$ cat src/rtl/extint_pkg.sv
package extint_pkg;
   typedef enum logic [1:0] {
      SENSE_FALL  = 2'b00,
      SENSE_RISE  = 2'b01,
      SENSE_BOTH  = 2'b10,
      SENSE_LEVEL = 2'b11
   } sense_e;
endpackage

$ cat src/rtl/extint_sync.sv
module extint_sync #(
   parameter int         W       = 1,
   parameter int         STAGES  = 2,
   parameter logic       RST_VAL = 1'b1
) (
   input  logic         clk,
   input  logic         rst_n,
   input  logic [W-1:0] d,
   output logic [W-1:0] q
);
   if (STAGES < 2) begin : g_bad_stages
      $error("extint_sync: STAGES must be at least 2");
   end

   logic [W-1:0] stg [STAGES];

   always_ff @(posedge clk or negedge rst_n) begin
      if (!rst_n) begin
         for (int s = 0; s < STAGES; s++) stg[s] <= {W{RST_VAL}};
      end else begin
         stg[0] <= d;
         for (int s = 1; s < STAGES; s++) stg[s] <= stg[s-1];
      end
   end

   assign q = stg[STAGES-1];
endmodule

$ cat src/rtl/extint_pend.sv
module extint_pend
   import extint_pkg::*;
#(
   parameter logic IDLE = 1'b1
) (
   input  logic   clk,
   input  logic   rst_n,
   input  logic   smp,
   input  sense_e sense,
   input  logic   en,
   input  logic   mode,
   input  logic   clr,
   output logic   pend
);
   logic       prev;
   logic [3:0] cfg_q;
   logic       chg, fall, rise, hit, take;

   assign chg  = ({en, mode, sense} != cfg_q);
   assign fall = prev & ~smp;
   assign rise = ~prev & smp;

   always_comb begin
      unique case (sense)
         SENSE_FALL: hit = fall;
         SENSE_RISE: hit = rise;
         SENSE_BOTH: hit = fall | rise;
         default:    hit = 1'b0;
      endcase
   end

   assign take = hit & ~chg;

   always_ff @(posedge clk or negedge rst_n) begin
      if (!rst_n) begin
         prev  <= IDLE;
         cfg_q <= '0;
         pend  <= 1'b0;
      end else begin
         prev  <= smp;
         cfg_q <= {en, mode, sense};
         if (!en)                       pend <= 1'b0;
         else if (sense == SENSE_LEVEL) pend <= ~smp;
         else if (take)                 pend <= 1'b1;
         else if (clr)                  pend <= 1'b0;
      end
   end

   // a low level-sensed source raises the flag next cycle
   p_level_follow_r4: assert property (@(posedge clk) disable iff (!rst_n)
      (en && sense == SENSE_LEVEL && !smp) |=> pend);
   // edge flag holds without clear
   p_edge_hold_r5: assert property (@(posedge clk) disable iff (!rst_n)
      (en && sense != SENSE_LEVEL && pend && !clr) |=> pend);
   // clear with no coincident edge drops the flag
   p_edge_clear_r5: assert property (@(posedge clk) disable iff (!rst_n)
      (en && sense != SENSE_LEVEL && clr && !take) |=> !pend);
   // disabled detector keeps its flag low
   p_disabled_r7: assert property (@(posedge clk) disable iff (!rst_n)
      !en |=> !pend);
endmodule

$ cat src/rtl/extint_detect.sv
module extint_detect
   import extint_pkg::*;
#(
   parameter int N_IRQ    = 16,
   parameter int N_KEY    = 16,
   parameter int N_WAKE   = 8,
   parameter int STAGES   = 2,
   parameter int MERGE_LO = 6,
   parameter int MERGE_HI = 7
) (
   input  logic                clk,
   input  logic                rst_n,
   input  logic                nmi_pin,
   input  logic                nmi_rise,
   input  logic [N_IRQ-1:0]    irq_pin,
   input  logic [2*N_IRQ-1:0]  irq_sense,
   input  logic [N_KEY-1:0]    key_pin,
   input  logic                ext_vec,
   input  logic [N_WAKE-1:0]   wake_pin,
   input  logic [N_WAKE-1:0]   wake_rise,
   input  logic                clr_nmi,
   input  logic [N_IRQ-1:0]    clr_irq,
   input  logic [N_KEY-1:0]    clr_key,
   input  logic [N_WAKE-1:0]   clr_wake,
   output logic                nmi_pend,
   output logic [N_IRQ-1:0]    irq_pend,
   output logic [N_KEY-1:0]    key_pend,
   output logic [N_WAKE-1:0]   wake_pend
);
   localparam int KH = N_KEY / 2;

   if ((N_KEY % 2) != 0 || N_KEY < 2) begin : g_bad_key
      $error("extint_detect: N_KEY must be even and nonzero");
   end
   if (MERGE_LO >= N_IRQ || MERGE_HI >= N_IRQ || MERGE_LO == MERGE_HI) begin : g_bad_merge
      $error("extint_detect: merge indices out of range");
   end

   logic              nmi_s;
   logic [N_IRQ-1:0]  irq_s, irq_src;
   logic [N_KEY-1:0]  key_s;
   logic [N_WAKE-1:0] wake_s;

   extint_sync #(.W(1),      .STAGES(STAGES)) u_sync_nmi  (.clk, .rst_n, .d(nmi_pin),  .q(nmi_s));
   extint_sync #(.W(N_IRQ),  .STAGES(STAGES)) u_sync_irq  (.clk, .rst_n, .d(irq_pin),  .q(irq_s));
   extint_sync #(.W(N_KEY),  .STAGES(STAGES)) u_sync_key  (.clk, .rst_n, .d(key_pin),  .q(key_s));
   extint_sync #(.W(N_WAKE), .STAGES(STAGES)) u_sync_wake (.clk, .rst_n, .d(wake_pin), .q(wake_s));

   always_comb begin
      irq_src = irq_s;
      if (!ext_vec) begin
         irq_src[MERGE_LO] = irq_s[MERGE_LO] & (&key_s[KH-1:0]);
         irq_src[MERGE_HI] = irq_s[MERGE_HI] & (&key_s[N_KEY-1:KH]);
      end
   end

   extint_pend u_nmi (
      .clk, .rst_n, .smp(nmi_s),
      .sense(nmi_rise ? SENSE_RISE : SENSE_FALL),
      .en(1'b1), .mode(1'b0), .clr(clr_nmi), .pend(nmi_pend));

   for (genvar i = 0; i < N_IRQ; i++) begin : g_irq
      localparam bit MERGED = (i == MERGE_LO) || (i == MERGE_HI);
      extint_pend u_pend (
         .clk, .rst_n, .smp(irq_src[i]),
         .sense(sense_e'(irq_sense[2*i +: 2])),
         .en(1'b1), .mode(MERGED ? ext_vec : 1'b0),
         .clr(clr_irq[i]), .pend(irq_pend[i]));
   end

   for (genvar k = 0; k < N_KEY; k++) begin : g_key
      extint_pend u_pend (
         .clk, .rst_n, .smp(key_s[k]), .sense(SENSE_FALL),
         .en(ext_vec), .mode(1'b0),
         .clr(clr_key[k]), .pend(key_pend[k]));
   end

   for (genvar j = 0; j < N_WAKE; j++) begin : g_wake
      extint_pend u_pend (
         .clk, .rst_n, .smp(wake_s[j]),
         .sense(wake_rise[j] ? SENSE_RISE : SENSE_FALL),
         .en(1'b1), .mode(1'b0),
         .clr(clr_wake[j]), .pend(wake_pend[j]));
   end

   // in merged mode no key flag is ever raised
   p_key_quiet_r6: assert property (@(posedge clk) disable iff (!rst_n)
      !ext_vec |=> (key_pend == '0));
endmodule

$ cat config.mk
export PLATFORM = sky130hd
export DESIGN_NAME = extint_detect
export DESIGN_NICKNAME = d
export VERILOG_FILES = /design/src/rtl/extint_pkg.sv /design/src/rtl/extint_sync.sv /design/src/rtl/extint_pend.sv /design/src/rtl/extint_detect.sv
export SDC_FILE = /design/constraint.sdc
export NUM_CORES = 1
export LEC_CHECK = 0
export BUFFER_PORTS_ARGS = -buffer_cell sky130_fd_sc_hd__buf_2
export CORE_MARGIN = 10
export CORE_UTILIZATION = 40
export DETAILED_ROUTE_END_ITERATION = 8
export REMOVE_ABC_BUFFERS = 1
export SKIP_LAST_GASP = 1
export SYNTH_ARGS = -nofsm -noshare
export SYNTH_HDL_FRONTEND = slang
export SYNTH_SLANG_ARGS = --single-unit
$ cat constraint.sdc
create_clock -name clk -period 1.9 [get_ports clk]
set_clock_uncertainty 0.05 [all_clocks]
set_input_delay 0.38 -clock clk [delete_from_list [all_inputs] [get_ports clk]]
set_output_delay 0.38 -clock clk [all_outputs]
set_load 0.1 [all_outputs]
==> flow_summary.yaml <==
run_status:
  outcome: "finished with violations"
  failed_checks: "setup timing"
cts:
  cts_sinks: 207
  htree_levels: 1
  cts_buffers: 23
  cts_root_buf: "clkbuf_16"
  clk_pin_slew_ns: 0.06
  cts_buffer_depth: 3
  cts_tree: "yes"
  insertion_delay_ns: 0.50
sta:
  min_period_ns: 2.03
  relSlewSlack_pct: 64.9
  fmax_mhz: 493
  setup_ws_ns: -0.129
  report.final.setup_viol: 1
  finalHoldViolCount: 0
  fin_crit_sh_pct: 107
  rsz0062_at_grt: "true"
  hold_ws_ns: 0.0327
  drv_slew: 0
  worst_slew_pin_slew_ns: 0.530
grt:
  grt_pass1_vias: 5685
  antenna_found_initial: 1
  overflow: 0
  grt_max_degree: 53
  grt_usage_pct: 13.6
  grt_pass1_wl_um: 29100
logic_synthesis:
  synth_enable_flop_cells: 0
  synth_top_area_share_pct: 41.5
  synth_largest_area_cell: "dfstp_2"
  yosysUniqueCellTypes: 31
  ys_top_cells_by_area: "dfstp_2 (41%), dfrtp_1 (27%), ha_1 (5.1%), buf_4 (4.0%), o22ai_1 (3.2%)"
  synth_warnings: 0
  syn_area_sq_mm: 0.00779
  synthCells: 571
  synth_commonest_cells: "dfstp_2 (123), dfrtp_1 (84), inv_1 (57)"
  yosysMostFrequentCell: "dfstp_2"
  ys_seq_area_share_pct: 68.5
  synth_ff_type: "dfstp_2"
  yosys_register_bits: 207
  async_flop_share_pct: 100
  avgSynthCellArea_sq_um: 13.6
placed_design:
  gp_congestion: 0.763
  dpl_cell_area_sq_mm: 0.00880
  dp.cells: 968
  port_buffers: 166
  dp_hpwl_um: 12000
die:
  die_area_sq_mm: 0.0255
  initial_core_util_pct: 41.1
  die_h_um: 160
  die_x_um: 160
  io_pins: 167
  core-area_sq_mm: 0.0190
  rows: 50
route:
  wl_per_cell_um: 15.9
  drc: 0
  antenna_left: 0
  drtPass1Iterations: 6
  via_count: 5124
  routed_via_density: 4.63
  finalWirelength_um: 17600
  drtIter0Drc: 190
worst_setup_path:
  endpoint_kind: "register"
  reg2reg_to: "g_irq[6].u_pend.pend"
  r2r_slack_ns: -0.13
  r2r_cells: 8
  reg2reg_from: "u_sync_key.q[3]"
  crit_required_ns: 2.26
  cp.arrival_ns: 2.39
  worstSetupPathType: "register to register"
  crit_fanout: 2
  start_kind: "register"
power_and_ir_drop:
  p_leak_nw: 4.72
  peakVddDrop_mv: 0.685
  power_density_mw_per_mm2: 991
cells_and_area:
  final_cell_area_sq_mm: 0.0105
  area_growth_pct: 35.1
  nets: 988
  drive_above_1_share_pct: 42.9
  stdcell_count: 1107
job:
  cap_violations: 0
worst_hold_path:
  hold_path_class: "input pin to register"
  min_from: "clr_wake[2]"
  min_to: "g_wake[2].u_pend.pend"
  hold_depth: 2
## how the worst max path moves through the flow
stage / slack, ns / to / startpoint / cells after the start
global route: -0.28 / g_irq[6].u_pend.pend / u_sync_key.q[3] / 8
detailed placement: -0.25 / g_irq[6].u_pend.pend / u_sync_key.q[7] / 8
global placement: -0.17 / g_irq[6].u_pend.pend / u_sync_key.q[7] / 8
finish: -0.13 / g_irq[6].u_pend.pend / u_sync_key.q[3] / 8
CTS: -0.15 / g_irq[6].u_pend.pend / u_sync_key.q[3] / 8
floorplan: -0.05 / g_irq[6].u_pend.pend / u_sync_key.q[7] / 8
## power by group
part,internal [W],total (W),switching (W),leakage [nW]
Sequential,0.00476,0.00489,0.000131,2.33
Clock,0.00251,0.00423,0.00172,0.365
Combinational,0.000448,0.00130,0.000853,2.02
## per-layer routing
layer  GRT usage, %  vias up  wire (um)
li1               -     2435          -
met4           4.09        0        497
met2           24.3      111       9080
met5              0        -          0
met3           3.80       28        917
met1           15.5     2550       7120
## critical path, stage by stage (launching register included)
cell and delay [ns]:
dfstp_2 0.53, nand4_1 0.11, nor2_2 0.17, o21a_1 0.15
ha_1 0.22, nand2b_4 0.15, a2111oi_4 0.28, o22ai_1 0.12
a32oi_1 0.16
## cell usage in the layout (no fill, tap or decap), types with 2 or more instances in the layout
cell type      netlist  routed
a2111oi_4            1       2
a211oi_1            28      28
a31oi_1              9       9
a32oi_1             15      15
and2_1              16      16
buf_12               0       4
buf_2                3     165
buf_4               42      23
clkbuf_1             2       4
clkbuf_16            0      23
clkbuf_8             0       8
clkinv_2             0       4
dfrtp_1             84      84
dfstp_2            123     123
dlygate4sd3_1        0      89
ha_1                32      32
inv_1               57      57
nand2_1             29      29
nand2b_1            32      31
nand3_1              4       3
nand3b_1            13      13
nand4_1              4       4
nor2_1               6       5
nor2b_1             10      10
nor4b_1              9       9
o21a_1               3       2
o22ai_1             40      40
## metrics by stage
step                      worst slack (ns)  power [W]  util (%)  TNS [ns]
after CTS                           -0.154     0.0106      55.4    -0.154
after detailed placement            -0.254    0.00611      46.4    -0.254
after global routing                -0.275     0.0109      55.5    -0.279
after floorplan                    -0.0535    0.00562         -   -0.0535
after global placement              -0.173    0.00606      46.4    -0.173
final                               -0.129     0.0104      55.5    -0.129
## cell families (layout without fill, tap and decap cells)
family | Yosys count | count (layout) | share of synthesized area [%]
compound gates | 100 | 100 | 9.40
xor+xnor | 1 | 1 | 0.353
fa+ha+maj | 32 | 32 | 5.14
buf+inv | 106 | 381 | 7.28
flops | 207 | 207 | 68.5
other cells | 1 | 2 | 0.0481
simple gates | 124 | 124 | 9.30
## registers in the layout (all words and copies together), names as in the netlist, 8 cells and up
register             count
u_sync_key.q            16
g_wake.u_pend.prev       8
u_sync_irq.q            16
g_key.u_pend.pend       16
u_sync_wake.q            8
g_irq.u_pend.cfg_q      34
g_irq.u_pend.pend       16
g_irq.u_pend.prev       16
g_wake.u_pend.cfg_q      8
u_sync_irq.stg          16
u_sync_wake.stg          8
g_wake.u_pend.pend       8
g_key.u_pend.prev       16
u_sync_key.stg          16
## repair_timing
item	in CTS	in global routing
setup endpoints to repair	2	2
buffers inserted	7	1
gates resized for setup	5	2
endpoints found under the hold margin	102	0
hold buffers	89	0
gates cloned	0	0
pin swaps	11	8
## cell type report
cell class                      count  area, sq um
Clock inverter                      7         47.5
Clock buffer                       34          687
Sequential cell                   207         5330
Timing Repair Buffer              282         1980
Inverter                           58          218
Tap cell                          260          325
Multi-Input combinational cell    258         1920
Antenna cell                        1         2.50
Fill cell                        1577         8440
(Power assumes the default switching activity.)
